===== config.mk =====
export PLATFORM = sky130hd
export DESIGN_NAME = cal_clockwatch
export DESIGN_NICKNAME = d
export VERILOG_FILES = /design/src/rtl/cal_pkg.sv /design/src/rtl/cal_year_inc.sv /design/src/rtl/cal_date_adv.sv /design/src/rtl/cal_clockwatch.sv
export SDC_FILE = /design/constraint.sdc
export NUM_CORES = 1
export LEC_CHECK = 0
export ABC_AREA = 1
export BUFFER_PORTS_ARGS = -buffer_cell sky130_fd_sc_hd__buf_4
export CAP_MARGIN = 15
export CORE_MARGIN = 2
export CORE_UTILIZATION = 45
export CTS_BUF_LIST = sky130_fd_sc_hd__clkbuf_4 sky130_fd_sc_hd__clkbuf_8 sky130_fd_sc_hd__clkbuf_16
export DETAILED_ROUTE_END_ITERATION = 10
export GPL_TIMING_DRIVEN = 0
export PLACE_DENSITY = 0.6
export RECOVER_POWER = 100
export SETUP_SLACK_MARGIN = 0.02
export SLEW_MARGIN = 20
export SYNTH_ARGS = -nofsm -noshare
export SYNTH_HDL_FRONTEND = slang
export SYNTH_HIERARCHICAL = 1
export SYNTH_SLANG_ARGS = --single-unit
export TNS_END_PERCENT = 10

===== constraint.sdc =====
create_clock -name clk -period 3.05 [get_ports clk]
set_input_delay 0.61 -clock clk [delete_from_list [all_inputs] [get_ports clk]]
set_output_delay 0.61 -clock clk [all_outputs]
set_load 0.005 [all_outputs]

===== src/rtl/cal_pkg.sv =====
package cal_pkg;
  // Packed time word, second in the least significant bits.
  typedef struct packed {
    logic [2:0] pad;
    logic [3:0] mon;
    logic [4:0] mday;
    logic [2:0] wday;
    logic [4:0] hour;
    logic [5:0] min;
    logic [5:0] sec;
  } cal_time_t;

  typedef struct packed {
    logic [3:0] c_hi;
    logic [3:0] c_lo;
    logic [3:0] y_hi;
    logic [3:0] y_lo;
  } bcd_year_t;

  localparam logic [31:0] TIME_RST = 32'h021E_0000;
  localparam logic [15:0] YEAR_RST = 16'h2000;
  localparam int          EN_BIT   = 26;

  localparam logic [7:0] OFS_TIME   = 8'h00;
  localparam logic [7:0] OFS_TMATCH = 8'h04;
  localparam logic [7:0] OFS_TLOAD  = 8'h08;
  localparam logic [7:0] OFS_CTRL   = 8'h0C;
  localparam logic [7:0] OFS_RAW    = 8'h14;
  localparam logic [7:0] OFS_CLR    = 8'h1C;
  localparam logic [7:0] OFS_YEAR   = 8'h30;
  localparam logic [7:0] OFS_YMATCH = 8'h34;
  localparam logic [7:0] OFS_YLOAD  = 8'h38;

  function automatic logic time_ok(cal_time_t t);
    return (t.sec < 6'd60) && (t.min < 6'd60) && (t.hour < 5'd24) &&
           (t.wday != 3'd0) && (t.mday != 5'd0) &&
           (t.mon != 4'd0) && (t.mon < 4'd13);
  endfunction

  function automatic logic bcd_ok(bcd_year_t y);
    return (y.c_hi < 4'd10) && (y.c_lo < 4'd10) &&
           (y.y_hi < 4'd10) && (y.y_lo < 4'd10);
  endfunction
endpackage


===== src/rtl/cal_year_inc.sv =====
module cal_year_inc
  import cal_pkg::*;
(
  input  bcd_year_t cur,
  output bcd_year_t nxt,
  output logic      leap
);
  logic [4:0] ysum, csum;

  // Divisibility by 4 of a two-digit BCD value: (2*tens + ones) mod 4.
  always_comb begin
    ysum = {cur.y_hi, 1'b0} + {1'b0, cur.y_lo};
    csum = {cur.c_hi, 1'b0} + {1'b0, cur.c_lo};
    if ({cur.y_hi, cur.y_lo} != 8'h00) leap = (ysum[1:0] == 2'd0);
    else                               leap = (csum[1:0] == 2'd0);
  end

  always_comb begin
    nxt = cur;
    if (cur.y_lo != 4'd9) nxt.y_lo = cur.y_lo + 4'd1;
    else begin
      nxt.y_lo = 4'd0;
      if (cur.y_hi != 4'd9) nxt.y_hi = cur.y_hi + 4'd1;
      else begin
        nxt.y_hi = 4'd0;
        if (cur.c_lo != 4'd9) nxt.c_lo = cur.c_lo + 4'd1;
        else begin
          nxt.c_lo = 4'd0;
          if (cur.c_hi != 4'd9) nxt.c_hi = cur.c_hi + 4'd1;
          else                  nxt.c_hi = 4'd0;
        end
      end
    end
  end
endmodule


===== src/rtl/cal_date_adv.sv =====
module cal_date_adv
  import cal_pkg::*;
(
  input  cal_time_t cur,
  input  logic      leap,
  output cal_time_t nxt,
  output logic      year_carry
);
  logic [4:0] last_day;

  always_comb begin
    case (cur.mon)
      4'd2:                      last_day = leap ? 5'd29 : 5'd28;
      4'd4, 4'd6, 4'd9, 4'd11:   last_day = 5'd30;
      default:                   last_day = 5'd31;
    endcase
  end

  always_comb begin
    nxt        = cur;
    year_carry = 1'b0;
    if (cur.sec != 6'd59) nxt.sec = cur.sec + 6'd1;
    else begin
      nxt.sec = 6'd0;
      if (cur.min != 6'd59) nxt.min = cur.min + 6'd1;
      else begin
        nxt.min = 6'd0;
        if (cur.hour != 5'd23) nxt.hour = cur.hour + 5'd1;
        else begin
          nxt.hour = 5'd0;
          nxt.wday = (cur.wday == 3'd7) ? 3'd1 : cur.wday + 3'd1;
          if (cur.mday != last_day) nxt.mday = cur.mday + 5'd1;
          else begin
            nxt.mday = 5'd1;
            if (cur.mon != 4'd12) nxt.mon = cur.mon + 4'd1;
            else begin
              nxt.mon    = 4'd1;
              year_carry = 1'b1;
            end
          end
        end
      end
    end
  end
endmodule


===== src/rtl/cal_clockwatch.sv =====
module cal_clockwatch
  import cal_pkg::*;
#(
  parameter int ADDR_W = 8
) (
  input  logic              clk,
  input  logic              rst,
  input  logic              sec_tick,
  input  logic [ADDR_W-1:0] bus_addr,
  input  logic              bus_wr,
  input  logic [31:0]       bus_wdata,
  output logic [31:0]       bus_rdata,
  output logic              alarm_o
);
  cal_time_t time_q, mtime_q, time_nx;
  bcd_year_t year_q, myear_q, stage_q, year_inc, year_nx;
  logic      en_q, alarm_q, leap, carry;
  logic [31:0] rdata_q;

  logic wr_tload, wr_yload, wr_tmatch, wr_ymatch, wr_ctrl, wr_clr, tick_go;

  assign wr_tload  = bus_wr && (bus_addr == ADDR_W'(OFS_TLOAD));
  assign wr_yload  = bus_wr && (bus_addr == ADDR_W'(OFS_YLOAD));
  assign wr_tmatch = bus_wr && (bus_addr == ADDR_W'(OFS_TMATCH));
  assign wr_ymatch = bus_wr && (bus_addr == ADDR_W'(OFS_YMATCH));
  assign wr_ctrl   = bus_wr && (bus_addr == ADDR_W'(OFS_CTRL));
  assign wr_clr    = bus_wr && (bus_addr == ADDR_W'(OFS_CLR)) && bus_wdata[0];
  assign tick_go   = sec_tick && en_q && !wr_tload;

  cal_year_inc u_year (.cur(year_q), .nxt(year_inc), .leap(leap));
  cal_date_adv u_date (.cur(time_q), .leap(leap), .nxt(time_nx), .year_carry(carry));

  assign year_nx = carry ? year_inc : year_q;

  always_ff @(posedge clk) begin
    if (rst) begin
      time_q  <= cal_time_t'(TIME_RST);
      year_q  <= bcd_year_t'(YEAR_RST);
      stage_q <= bcd_year_t'(YEAR_RST);
      mtime_q <= '0;
      myear_q <= '0;
      en_q    <= 1'b0;
      alarm_q <= 1'b0;
    end else begin
      if (wr_yload)  stage_q <= bus_wdata[15:0];
      if (wr_tmatch) mtime_q <= bus_wdata;
      if (wr_ymatch) myear_q <= bus_wdata[15:0];
      if (wr_ctrl)   en_q    <= bus_wdata[EN_BIT];
      if (wr_tload) begin
        time_q <= bus_wdata;
        year_q <= stage_q;
      end else if (tick_go) begin
        time_q <= time_nx;
        year_q <= year_nx;
      end
      if (tick_go && (time_nx == mtime_q) && (year_nx == myear_q)) alarm_q <= 1'b1;
      else if (wr_clr)                                             alarm_q <= 1'b0;
    end
  end

  always_ff @(posedge clk) begin
    if (rst) rdata_q <= '0;
    else begin
      case (bus_addr)
        ADDR_W'(OFS_TIME):   rdata_q <= time_q;
        ADDR_W'(OFS_TMATCH): rdata_q <= mtime_q;
        ADDR_W'(OFS_CTRL):   rdata_q <= {5'd0, en_q, 26'd0};
        ADDR_W'(OFS_RAW):    rdata_q <= {31'd0, alarm_q};
        ADDR_W'(OFS_YEAR):   rdata_q <= {16'd0, year_q};
        ADDR_W'(OFS_YMATCH): rdata_q <= {16'd0, myear_q};
        default:             rdata_q <= '0;
      endcase
    end
  end

  assign bus_rdata = rdata_q;
  assign alarm_o   = alarm_q;

  // a tick from a legal time yields a legal time
  p_range_r2: assert property (@(posedge clk) disable iff (rst)
    (tick_go && time_ok(time_q)) |=> time_ok(time_q));

  // the year digits stay decimal across a tick
  p_bcd_r6: assert property (@(posedge clk) disable iff (rst)
    (tick_go && bcd_ok(year_q)) |=> bcd_ok(year_q));

  // a load lands exactly the written word
  p_load_r7: assert property (@(posedge clk) disable iff (rst)
    wr_tload |=> (time_q == $past(bus_wdata)));

  // the alarm holds until an explicit clear
  p_alarm_hold_r8: assert property (@(posedge clk) disable iff (rst)
    (alarm_q && !wr_clr) |=> alarm_q);

  // disabled clock does not move without a load
  p_hold_off_r10: assert property (@(posedge clk) disable iff (rst)
    (!en_q && !wr_tload) |=> ($stable(time_q) && $stable(year_q)));
endmodule


==> qor.txt <==
outcome: finished clean
clock skew: 0.0107 ns
clock slew at reported path FFs: 0.06 ns
vias in the first global route: 7,906
P per Cell Area: 416 mW/mm²
Worst R2R Start: time_q[13]$_SDFFE_PP0P_
cell mode on critical path: nand2_1
EDFF count, synth: 0
ANT cells: 0
Leak Pwr: 4.82 nW
Slew HR: 0.428
CP top delay family: simple AND/OR/NAND/NOR gates
Worst R2R End: alarm_o$_SDFFE_PP0P_
max cap viols: 0
Worst EP arrival: 3.29 ns
Post-Syn Area: 0.00853 mm²
Worst R2R Path Depth: 15
# setup viols final: 0
Peak supply drop: 376 µV
flops & latches, synth: 146
placed insts: 1,628
syn avg cell area: 6.47 µm²
final net count: 1,483
pre-CTS WS: -0.446 ns
Die Height: 142 µm
global-route wire length before repair: 45,100 µm
Worst path slowest cell: nand4_1
DR vias: 8,796
GP Congestion: 0.919
Remaining Overflow, GRT: 0
main flop type after synthesis: dfxtp_1
clk root buf: clkbuf_16
crit path cell chain: ha_1, nand4_1, nor3_1, a31oi_1, nor3_4, inv_1, nand2_1, nand2_1, nor2_1, nand2_1, nor2_1, nand2_1, nor2_1, nand3_1, a21oi_1
Synth area leaders: dfxtp_1 34%, nand2_1 17%, inv_1 8.9%, o21ai_0 6.1%, a21oi_1 5.7%
fin crit share: 0.963
critical path type: reg -> reg
Startpoint Class: flip-flop
CP Capture Type: flip-flop
Hold Crit Depth: 3
FFs w/ async S/R, synth: 0
r2r setup slk: 0.11 ns
Max Fanout on Critical Path: 5
share of layout cells above drive strength 1: 0.166
WL/cell: 17.6 µm
final WL: 29,500 µm
DRC marker count from the first detailed-route iteration: 898
dominant cell by count in the synthesized netlist: nand2_1
slowest stage delay, CP: 0.45 ns
H-tree Lvls: 4
Synth warnings: 6
worst min path class: in -> reg
Worst Tran Pin Value: 0.858 ns
RSZ-0062 raised after global routing: yes
hold buffer count at CTS: 0
# port buffers: 75
Antenna Nets Post-Route: 0
Mapped Cells: 1,319
pin count of the biggest net entering global routing: 17
Pre-antenna DRT Iters: 5
initial antenna violation count: 0
Area growth syn-to-layout: 19.5%
CTS sink cnt: 146
Net Count, Synth: 1,373
maximum clock insertion buffer count: 2
drt drc: 0
Avg Vias per Cell: 5.25
worst hold start: bus_wdata[24]
top-area cell type share of the netlist area: 0.343
Chip Width: 142 µm
Hold Vio Cnt, Final: 0
CTS Buf Count: 17
Yosys cell types: 40
Die Area: 0.0201 mm²
Core Area: 0.0186 mm²
Buf/Inv on CP: 1
dpl hpwl: 21,800 µm
fill count: 1,942
WHS Endpoint: mtime_q[24]$_SDFFE_PP0P_
Tot GR Track Use: 0.296
top cell type by total area after synthesis: dfxtp_1
post-synthesis sequential area ratio: 0.343
f_max: 341 MHz
TritonCTS clock tree: done
Worst Path Required: 3.40 ns
Reg area: 0.00295 mm²
Worst Setup SP: time_q[13]$_SDFFE_PP0P_
Max Slew Vio Count: 0
FP Rows: 50
commonest cells in the netlist: 382 x nand2_1, 203 x inv_1, 146 x dfxtp_1
Tmin final: 2.94 ns
Finished Layout Cells: 1,676
Worst-Skew Late Latency: 0.44 ns
io pins: 77
worst setup margin: 0.114 ns
area occupied by multi-input gates: 0.00448 mm²
Initial Util: 0.458
registers in the layout (all words and copies together) (netlist names):
name       cells
bus_rdata     32
year_q        16
stage_q       16
time_q        32
mtime_q       32
alarm_o        1
en_q           1
myear_q       16
per-stage QoR:
| stage | area (µm²) | TNS [ns] | util | total power, mW | hold slack, ns |
|---|---|---|---|---|---|
| after detailed placement | 9390 | -0.624 | 0.503 | 2.12 | 0.450 |
| after global placement | 9390 | -0.494 | 0.503 | 2.12 | 0.444 |
| after CTS | 10100 | 0 | 0.540 | 4.26 | 0.404 |
| after floorplan | 8530 | 0 | - | 2.02 | 0.430 |
| final | 10200 | 0 | 0.547 | 4.24 | 0.413 |
| after global routing | 10200 | -0.188 | 0.547 | 4.33 | 0.416 |
kinds of logic after synthesis:
logic type,share of synthesized area
and+or+nand+nor,0.296
AOI/OAI and AO/OA,0.186
buffers and inverters,0.139
DFF,0.343
xor gates and xnor gates,0.0226
adders and majority gates,0.0147
placed cells by master (no fill, tap or decap), types with 15 or more instances in the layout:
master	count
clkbuf_16	17
nand3_1	52
inv_1	203
nand2_2	15
inv_2	15
o21ai_0	104
clkbuf_1	31
o22ai_1	28
clkbuf_4	33
nor2_1	80
a21oi_1	95
nand2_1	376
buf_4	63
dfxtp_1	135
cell type report:
type,instances,share of cell area
Buffer,56,0.0298
Clock buffer,24,0.0506
Clock inverter,8,0.00970
Inverter,225,0.0842
Multi-Input combinational cell,892,0.440
Sequential cell,146,0.290
Tap cell,234,0.0287
Timing Repair Buffer,91,0.0675
metal layers:
metal	wire length [µm]	global-route usage	part of all wire
met5	0	0	0
met4	669	0.102	0.023
met3	2470	0.0493	0.084
met2	12600	0.434	0.43
met1	13800	0.440	0.47
report_power, final:
part	switching [mW]	total, mW	internal [mW]	leakage [nW]
Sequential	0.00244	1.91	1.90	1.18
Clock	0.827	2.17	1.34	0.302
Combinational	0.109	0.163	0.0548	3.34
tightest hold or removal path: cells and delay by family:
kind                   cells  cell delay, ns
buffers and inverters      1            0.08
AND/OR/NAND/NOR            2            0.11
what timing repair did:
| action | in CTS | in global routing |
|---|---|---|
| gates resized for setup | 16 | 50 |
| setup endpoints to repair | 9 | 1 |
| pin swaps | 4 | 17 |
| setup buffers | 3 | 13 |
worst max path at each step:
stage / to / slack [ns] / cells past startpoint
after global routing: alarm_o$_SDFFE_PP0P_ / -0.11 / 24
after detailed placement: alarm_o$_SDFFE_PP0P_ / -0.45 / 24
after floorplan: alarm_o$_SDFFE_PP0P_ / 0.43 / 24
after global placement: alarm_o$_SDFFE_PP0P_ / -0.43 / 24
final: alarm_o$_SDFFE_PP0P_ / 0.11 / 15
after CTS: alarm_o$_SDFFE_PP0P_ / 0.03 / 23
(Power assumes the default switching activity.)
